--- config.mk ---
export PLATFORM = sky130hd
export DESIGN_NAME = dram_refresh_seq
export DESIGN_NICKNAME = d
export VERILOG_FILES = /design/src/rtl/drs_pkg.sv /design/src/rtl/drs_dpath.sv /design/src/rtl/drs_ctrl.sv /design/src/rtl/dram_refresh_seq.sv
export SDC_FILE = /design/constraint.sdc
export NUM_CORES = 1
export LEC_CHECK = 0
export CORE_MARGIN = 4
export CORE_UTILIZATION = 50
export DETAILED_ROUTE_END_ITERATION = 16
export PLACE_DENSITY_LB_ADDON = 0.05
export SYNTH_ARGS = -nofsm -noshare
export SYNTH_HDL_FRONTEND = slang
export SYNTH_HIERARCHICAL = 1
export SYNTH_SLANG_ARGS = --single-unit
--- constraint.sdc ---
create_clock -name clk -period 2.92 [get_ports clk]
set_clock_uncertainty 0.1 [all_clocks]
set_input_delay 0.584 -clock clk [delete_from_list [all_inputs] [get_ports clk]]
set_output_delay 0.584 -clock clk [all_outputs]
set_load 0.01 [all_outputs]
--- src/rtl/drs_pkg.sv ---
package drs_pkg;

  typedef enum logic [3:0] {
    ST_PAUSE,
    ST_IDLE,
    ST_REQ,
    ST_CBR_CAS,
    ST_CBR_RAS,
    ST_RO_RAS,
    ST_PRECH,
    ST_SELF_CAS,
    ST_SELF_HOLD,
    ST_SELF_EXIT
  } seqState_t;

  typedef enum logic [2:0] {
    DUR_CAS,
    DUR_RAS,
    DUR_PRE,
    DUR_SELF,
    DUR_EXIT
  } durSel_t;

  // strobes from control to datapath
  typedef struct packed {
    logic    tmrLoad;
    durSel_t durSel;
    logic    initStep;
    logic    initFinish;
    logic    rowStep;
    logic    owedDec;
    logic    owedClr;
    logic    intvHold;
  } ctrlStrobe_t;

  function automatic int imax(input int a, input int b);
    return (a > b) ? a : b;
  endfunction

endpackage

--- src/rtl/drs_dpath.sv ---
module drs_dpath
  import drs_pkg::*;
#(
  parameter int PAUSE_CYC     = 25000,
  parameter int INIT_CYCLES   = 8,
  parameter int CAS_SETUP_CYC = 1,
  parameter int RAS_LOW_CYC   = 7,
  parameter int PRECH_CYC     = 4,
  parameter int INTERVAL_CYC  = 1950,
  parameter int SELF_MIN_CYC  = 12500,
  parameter int SELF_EXIT_CYC = 12,
  parameter int ROW_W         = 10,
  parameter int OWED_W        = 4
) (
  input  logic              clk,
  input  logic              rst_n,
  input  ctrlStrobe_t       strb,
  output logic              tmrZero,
  output logic              initReached,
  output logic              initDone,
  output logic              owedPending,
  output logic [OWED_W-1:0] owedCount,
  output logic [ROW_W-1:0]  rowAddr
);

  localparam int TMR_MAX = imax(imax(imax(PAUSE_CYC, SELF_MIN_CYC),
                                     imax(CAS_SETUP_CYC, RAS_LOW_CYC)),
                                imax(PRECH_CYC, SELF_EXIT_CYC));
  localparam int TMR_W  = $clog2(TMR_MAX + 1);
  localparam int INIT_W = $clog2(INIT_CYCLES + 1);
  localparam int INTV_W = $clog2(INTERVAL_CYC + 1);
  localparam logic [OWED_W-1:0] OWED_MAX = '1;

  // phase timer shared by every timed state
  logic [TMR_W-1:0] tmr;
  logic [TMR_W-1:0] durVal;

  always_comb begin
    case (strb.durSel)
      DUR_CAS:  durVal = TMR_W'(CAS_SETUP_CYC - 1);
      DUR_RAS:  durVal = TMR_W'(RAS_LOW_CYC - 1);
      DUR_PRE:  durVal = TMR_W'(PRECH_CYC - 1);
      DUR_SELF: durVal = TMR_W'(SELF_MIN_CYC - 1);
      DUR_EXIT: durVal = TMR_W'(SELF_EXIT_CYC - 1);
      default:  durVal = '0;
    endcase
  end

  always_ff @(posedge clk or negedge rst_n) begin
    if (!rst_n)              tmr <= TMR_W'(PAUSE_CYC - 1);
    else if (strb.tmrLoad)   tmr <= durVal;
    else if (tmr != '0)      tmr <= tmr - 1'b1;
  end

  assign tmrZero = (tmr == '0);

  // init cycle counting
  logic [INIT_W-1:0] initCnt;

  always_ff @(posedge clk or negedge rst_n) begin
    if (!rst_n) begin
      initCnt  <= '0;
      initDone <= 1'b0;
    end else begin
      if (strb.initStep && !initDone) initCnt <= initCnt + 1'b1;
      if (strb.initFinish)            initDone <= 1'b1;
    end
  end

  assign initReached = (initCnt == INIT_W'(INIT_CYCLES));

  // free-running refresh interval
  logic [INTV_W-1:0] intvCnt;
  logic              intvTick;

  assign intvTick = initDone && !strb.intvHold && (intvCnt == '0);

  always_ff @(posedge clk or negedge rst_n) begin
    if (!rst_n)
      intvCnt <= INTV_W'(INTERVAL_CYC - 1);
    else if (!initDone || strb.intvHold || intvCnt == '0)
      intvCnt <= INTV_W'(INTERVAL_CYC - 1);
    else
      intvCnt <= intvCnt - 1'b1;
  end

  // owed refresh count, saturating
  logic owedInc;
  logic owedDecOk;

  assign owedInc   = intvTick && (owedCount != OWED_MAX);
  assign owedDecOk = strb.owedDec && (owedCount != '0);

  always_ff @(posedge clk or negedge rst_n) begin
    if (!rst_n)            owedCount <= '0;
    else if (strb.owedClr) owedCount <= '0;
    else                   owedCount <= owedCount + {{(OWED_W-1){1'b0}}, owedInc}
                                                   - {{(OWED_W-1){1'b0}}, owedDecOk};
  end

  assign owedPending = (owedCount != '0);

  // row counter for row-address refresh
  always_ff @(posedge clk or negedge rst_n) begin
    if (!rst_n)            rowAddr <= '0;
    else if (strb.rowStep) rowAddr <= rowAddr + 1'b1;
  end

endmodule

--- src/rtl/drs_ctrl.sv ---
module drs_ctrl
  import drs_pkg::*;
(
  input  logic        clk,
  input  logic        rst_n,
  input  logic        refGrant,
  input  logic        selfReq,
  input  logic        useRasOnly,
  input  logic        tmrZero,
  input  logic        initReached,
  input  logic        initDone,
  input  logic        owedPending,
  output ctrlStrobe_t strb,
  output logic        rasN,
  output logic        casN,
  output logic        refReq,
  output logic        busOwn,
  output logic        addrDrive,
  output logic        selfActive
);

  seqState_t st;
  seqState_t stNext;

  always_comb begin
    stNext = st;
    strb   = '0;
    case (st)
      ST_PAUSE: begin
        if (tmrZero) begin
          stNext       = ST_CBR_CAS;
          strb.tmrLoad = 1'b1;
          strb.durSel  = DUR_CAS;
        end
      end
      ST_IDLE: begin
        if (selfReq || owedPending) stNext = ST_REQ;
      end
      ST_REQ: begin
        if (refGrant && selfReq) begin
          stNext       = ST_SELF_CAS;
          strb.tmrLoad = 1'b1;
          strb.durSel  = DUR_CAS;
        end else if (refGrant && owedPending) begin
          strb.owedDec = 1'b1;
          strb.tmrLoad = 1'b1;
          if (useRasOnly) begin
            stNext      = ST_RO_RAS;
            strb.durSel = DUR_RAS;
          end else begin
            stNext      = ST_CBR_CAS;
            strb.durSel = DUR_CAS;
          end
        end else if (!selfReq && !owedPending) begin
          stNext = ST_IDLE;
        end
      end
      ST_CBR_CAS: begin
        if (tmrZero) begin
          stNext       = ST_CBR_RAS;
          strb.tmrLoad = 1'b1;
          strb.durSel  = DUR_RAS;
        end
      end
      ST_CBR_RAS: begin
        if (tmrZero) begin
          stNext        = ST_PRECH;
          strb.tmrLoad  = 1'b1;
          strb.durSel   = DUR_PRE;
          strb.initStep = !initDone;
        end
      end
      ST_RO_RAS: begin
        if (tmrZero) begin
          stNext       = ST_PRECH;
          strb.tmrLoad = 1'b1;
          strb.durSel  = DUR_PRE;
          strb.rowStep = 1'b1;
        end
      end
      ST_PRECH: begin
        if (tmrZero) begin
          if (initDone) begin
            stNext = ST_IDLE;
          end else if (initReached) begin
            stNext          = ST_IDLE;
            strb.initFinish = 1'b1;
          end else begin
            stNext       = ST_CBR_CAS;
            strb.tmrLoad = 1'b1;
            strb.durSel  = DUR_CAS;
          end
        end
      end
      ST_SELF_CAS: begin
        strb.intvHold = 1'b1;
        strb.owedClr  = 1'b1;
        if (tmrZero) begin
          stNext       = ST_SELF_HOLD;
          strb.tmrLoad = 1'b1;
          strb.durSel  = DUR_SELF;
        end
      end
      ST_SELF_HOLD: begin
        strb.intvHold = 1'b1;
        strb.owedClr  = 1'b1;
        // minimum hold enforced by the timer, whatever selfReq does
        if (tmrZero && !selfReq) begin
          stNext       = ST_SELF_EXIT;
          strb.tmrLoad = 1'b1;
          strb.durSel  = DUR_EXIT;
        end
      end
      ST_SELF_EXIT: begin
        strb.intvHold = 1'b1;
        strb.owedClr  = 1'b1;
        if (tmrZero) stNext = ST_IDLE;
      end
      default: stNext = ST_IDLE;
    endcase
  end

  // strobe outputs registered from the next-state decode
  logic rasLowNext, casLowNext, postInit;

  assign rasLowNext = (stNext == ST_CBR_RAS) || (stNext == ST_RO_RAS) ||
                      (stNext == ST_SELF_HOLD);
  assign casLowNext = (stNext == ST_CBR_CAS) || (stNext == ST_CBR_RAS) ||
                      (stNext == ST_SELF_CAS) || (stNext == ST_SELF_HOLD);
  assign postInit   = initDone || strb.initFinish;

  always_ff @(posedge clk or negedge rst_n) begin
    if (!rst_n) begin
      st         <= ST_PAUSE;
      rasN       <= 1'b1;
      casN       <= 1'b1;
      refReq     <= 1'b0;
      busOwn     <= 1'b1;
      addrDrive  <= 1'b0;
      selfActive <= 1'b0;
    end else begin
      st         <= stNext;
      rasN       <= !rasLowNext;
      casN       <= !casLowNext;
      refReq     <= postInit && (stNext != ST_IDLE) && (stNext != ST_PAUSE);
      busOwn     <= (stNext != ST_IDLE) && (stNext != ST_REQ);
      addrDrive  <= (stNext == ST_RO_RAS);
      selfActive <= (stNext == ST_SELF_HOLD);
    end
  end

endmodule

--- src/rtl/dram_refresh_seq.sv ---
module dram_refresh_seq
  import drs_pkg::*;
#(
  parameter int PAUSE_CYC     = 25000,
  parameter int INIT_CYCLES   = 8,
  parameter int CAS_SETUP_CYC = 1,
  parameter int RAS_LOW_CYC   = 7,
  parameter int PRECH_CYC     = 4,
  parameter int INTERVAL_CYC  = 1950,
  parameter int SELF_MIN_CYC  = 12500,
  parameter int SELF_EXIT_CYC = 12,
  parameter int ROW_W         = 10,
  parameter int OWED_W        = 4
) (
  input  logic              clk,
  input  logic              rst_n,
  input  logic              refGrant,
  input  logic              selfReq,
  input  logic              useRasOnly,
  output logic              refReq,
  output logic              busOwn,
  output logic              rasN,
  output logic              casN,
  output logic              addrDrive,
  output logic [ROW_W-1:0]  rowAddr,
  output logic              initDone,
  output logic              selfActive,
  output logic [OWED_W-1:0] owedCount
);

  ctrlStrobe_t strb;
  logic tmrZero, initReached, owedPending;

  drs_ctrl uCtrl (
    .clk         (clk),
    .rst_n       (rst_n),
    .refGrant    (refGrant),
    .selfReq     (selfReq),
    .useRasOnly  (useRasOnly),
    .tmrZero     (tmrZero),
    .initReached (initReached),
    .initDone    (initDone),
    .owedPending (owedPending),
    .strb        (strb),
    .rasN        (rasN),
    .casN        (casN),
    .refReq      (refReq),
    .busOwn      (busOwn),
    .addrDrive   (addrDrive),
    .selfActive  (selfActive)
  );

  drs_dpath #(
    .PAUSE_CYC     (PAUSE_CYC),
    .INIT_CYCLES   (INIT_CYCLES),
    .CAS_SETUP_CYC (CAS_SETUP_CYC),
    .RAS_LOW_CYC   (RAS_LOW_CYC),
    .PRECH_CYC     (PRECH_CYC),
    .INTERVAL_CYC  (INTERVAL_CYC),
    .SELF_MIN_CYC  (SELF_MIN_CYC),
    .SELF_EXIT_CYC (SELF_EXIT_CYC),
    .ROW_W         (ROW_W),
    .OWED_W        (OWED_W)
  ) uDpath (
    .clk         (clk),
    .rst_n       (rst_n),
    .strb        (strb),
    .tmrZero     (tmrZero),
    .initReached (initReached),
    .initDone    (initDone),
    .owedPending (owedPending),
    .owedCount   (owedCount),
    .rowAddr     (rowAddr)
  );

endmodule

==> results of run 1 <==
[worst max-delay path by stage]
stage,endpoint,slack (ns),cells past startpoint
floorplan,uDpath/tmr[0]$_DFFE_PN1P_,0.11,14
global placement,uDpath/owedCount[1]$_DFF_PN0_,0.13,9
detailed placement,uDpath/owedCount[1]$_DFF_PN0_,0.07,9
CTS,uDpath/tmr[6]$_DFFE_PN0P_,0.16,13
global route,uDpath/tmr[6]$_DFFE_PN0P_,0.02,13
finish,uDpath/owedCount[2]$_DFF_PN0_,0.31,10
[cells by family (layout without fill, tap and decap cells)]
| family | count (synthesis) | after routing | share of synthesized area [%] |
|---|---|---|---|
| flops | 55 | 55 | 45.2 |
| mux | 3 | 3 | 1.09 |
| simple gates | 129 | 129 | 25.1 |
| buf+inv | 26 | 65 | 3.76 |
| fa+ha+maj | 12 | 12 | 5.09 |
| xor+xnor | 28 | 28 | 7.92 |
| compound gates | 54 | 54 | 11.9 |
[flip-flops by register name (all words and copies together) (netlist names)]
| signal | flops |
|---|---|
| uDpath/tmr | 15 |
| uDpath/intvCnt | 11 |
| uDpath/rowAddr | 10 |
| uCtrl/st | 4 |
| uDpath/initCnt | 4 |
| uDpath/owedCount | 4 |
| uCtrl/addrDrive | 1 |
| uCtrl/busOwn | 1 |
| uCtrl/casN | 1 |
| uCtrl/rasN | 1 |
| uCtrl/refReq | 1 |
| uCtrl/selfActive | 1 |
| uDpath/initDone | 1 |
[timing repair]
item                                    CTS  global route
endpoints found under the hold margin     0             0
endpoints found under the setup margin    0             6
gates resized for setup                   0             3
[through the flow]
| step | hold WS (ns) | util, % | worst slack [ns] | total power, W |
|---|---|---|---|---|
| after floorplan | 0.188 | - | 0.109 | 0.00178 |
| after global placement | 0.348 | 58.7 | 0.129 | 0.00204 |
| after detailed placement | 0.351 | 58.7 | 0.0680 | 0.00205 |
| after CTS | 0.0276 | 60.3 | 0.155 | 0.00249 |
| after global routing | 0.0236 | 60.6 | 0.0201 | 0.00268 |
| final | 0.0304 | 60.6 | 0.309 | 0.00248 |
[layout make-up]
class	count	area, um2	area share, %
clock inverters	3	25.0	0.694
multi-input cells	226	1590	44.2
flip-flops and latches	55	1400	38.8
clock buffers	5	68.8	1.91
repair buffers	40	362	10.0
well taps	75	93.8	2.60
inverters	17	63.8	1.77
[synth_stat cells, types with 2 or more instances]
cell       n  area share, %
or4_4      3            1.1
or3_1      4           0.81
nand4_1    3           0.61
o21a_1     3           0.73
nor3_2     2           0.65
or4_1      4           0.97
nor3b_2    2           0.81
o22ai_1    3           0.61
o21ai_1    6           0.97
nor4_1     7            1.4
nand3b_1   4           0.97
and2_1     3           0.61
buf_4      2           0.48
nand2_1   28            3.4
or3b_1     2           0.57
ha_1      11            4.4
nand2b_1   3           0.61
xnor2_1   22            6.2
and2b_1    2           0.48
nor2_1    18            2.2
dfstp_2   19             16
inv_1     15            1.8
nor2b_1    8            1.6
nand3_1   10            1.6
dfrtp_1   36             29
xor2_1     6            1.7
a21oi_1   15            2.4
o21ai_0    5           0.81
buf_2      3           0.48
nor3b_1    3           0.73
mux2_2     2           0.73
nor3_1     7            1.1
a21o_1     2           0.48
inv_2      2           0.24
a211oi_1   2           0.48
nand4b_1   2           0.57
clkbuf_1   3           0.36
and3_1     5            1.0
o31ai_1    5            1.2
[power groups by stage]
stage / clock network (W) / registers (W) / logic (W)
after floorplan: 0 / 0.00114 / 0.000637
after global placement: 0 / 0.00116 / 0.000873
after detailed placement: 0 / 0.00116 / 0.000886
after CTS: 0.000452 / 0.00115 / 0.000887
after global routing: 0.000484 / 0.00120 / 0.00100
final: 0.000437 / 0.00116 / 0.000884
[layer usage]
layer | wire length (um) | global-route usage (%) | part of all wire, % | up-vias
met5 | 0 | 0 | 0 | -
met4 | 85 | 5.95 | 1.4 | 0
met3 | 133 | 3.42 | 2.2 | 5
met2 | 2750 | 26.9 | 46 | 25
met1 | 2980 | 25.2 | 50 | 1102
li1 | - | - | - | 1170
[worst max-delay path, delay by kind of cell (launching register included)]
family	cells	cell delay [ns]
AND/OR/NAND/NOR	4	0.67
adder cells (fa/ha/maj)	3	0.87
buffers and inverters	1	0.04
AO/OA/AOI/OAI	1	0.13
XOR/XNOR	1	0.16
flip-flops	1	0.55
==> impl_metrics.tcl, run 1 <==
set metrics [dict create \
    path_common_cell "ha_1" \
    synthCells 307 \
    p_int_w 0.00160 \
    grt_max_degree 24 \
    nets 362 \
    cts_root_buf "clkbuf_8" \
    clk_pin_slew_ns 0.10 \
    hold_class "input port to asynchronous set/reset pin" \
    grt_pass1_wl_mm 10.5 \
    ys_ff_latch 55 \
    cp-start-kind "flip-flop" \
    ios 26 \
    rr_worst_depth 10 \
    cp-end-kind "flip-flop" \
    ys.flop_type "dfrtp_1" \
    finalMaxSlewViolations 0 \
    startpoint "uCtrl/st[2]$_DFF_PN0_" \
    yosysUniqueCellTypes 64 \
    post_cts_buffers 0 \
    cts_hold_buf 0 \
    place.gp.congestion 0.821 \
    numCtsBuffers 5 \
    clockPowerShare_pct 17.6 \
    layout.cells.non_filler 421 \
    combPwrFrac_pct 35.6 \
    start_util_pct 52.0 \
    synthArstFlopShare_pct 100 \
    antenna_found_initial 0 \
    ant_nets 0 \
    drt-vias-per-instance 5.47 \
    max_slew_margin_pct 70.8 \
    syn_nets 324 \
    power.switching_w 0.000883 \
    area_growth_pct 16.4 \
    most-common-layout-cells "dfrtp_1 (36), nand2_1 (28), clkdlybuf4s50_1 (24)" \
    r2r-start "uCtrl/st[2]$_DFF_PN0_" \
    ys_seq_area_share_pct 45.2 \
    power_density_nw_per_um2 688 \
    hpwlAfterDp_mm 4.48 \
    final_common_cell "dfrtp_1" \
    grt_pass1_vias 2196 \
    numClockSinks 55 \
    dp.cells 413 \
    cp_max_fo 10 \
    cts_tree "yes" \
    grt_overflow 0 \
    p_leak_nw 1.48 \
    synth_edf_count 0 \
    drive_gt1_share_pct 18.5 \
    syn_area_um2 3100 \
    coreArea_um2 5960 \
    swShare_pct 35.6 \
    n_antenna_cell 0 \
    cp_cell_sequence "or3b_1 -> o21ai_0 -> nor2b_1 -> nand3_1 -> ha_1 -> inv_1 -> ha_1 -> fa_1 -> xnor2_1 -> nor2_1" \
    post_drt_wl_per_cell_um 14.1 \
    slowest_delay_ns 0.55 \
    hold_viol_final 0 \
    path_class "flip-flop to flip-flop" \
    cap_violations 0 \
    cts_max_level 2 \
    fin_setup_tns_ns 0 \
    num_rows 28 \
    outcome "finished, final reports clean" \
    die_width_um 86.7 \
    rr_endpoint "uDpath/owedCount[2]$_DFF_PN0_" \
    slowest_stage "dfrtp_1" \
    worstPathArrival_ns 2.73 \
    placedInstanceArea_um2 3500 \
    worst_slew_pin_slew_ns 0.438 \
    port-buffer-count 25 \
    clock_latency_ns 0.32 \
    seqPwrFrac_pct 46.8 \
    first_pass_iters 4 \
    drc 0 \
    reg2reg_slack_ns 0.31 \
    die_area_um2 7520 \
    route.vias.total 2302 \
    die_y_um 86.7 \
    ir_worst_vdd_mv 0.426 \
    n_fill_cell 546 \
    cts_buffer_depth 2 \
    wl_mm 5.94 \
    yosysWarnings 6 \
    fin_area_um2 3610 \
    final.min_clock_period_ns 2.61 \
    required_ns 3.04 \
    drtIter0Drc 61 \
    gr-usage-all-layers_pct 17.6 \
    fmax_ghz 0.383 \
    finalSetupViolCount 0 \
    post-route-period-util_pct 89.4 \
    syn_avg_cell_area_um2 10.1 \
    rsz0062_at_grt "false" \
]
(Power assumes the default switching activity.)
==> run 2: changes to the inputs <==
Settings changed: GPL_ROUTABILITY_DRIVEN set to 0, SKIP_CTS_REPAIR_TIMING set to 1.
==> results of run 2 <==
The final DEF is identical to that of run 1; final timing and power are the same.
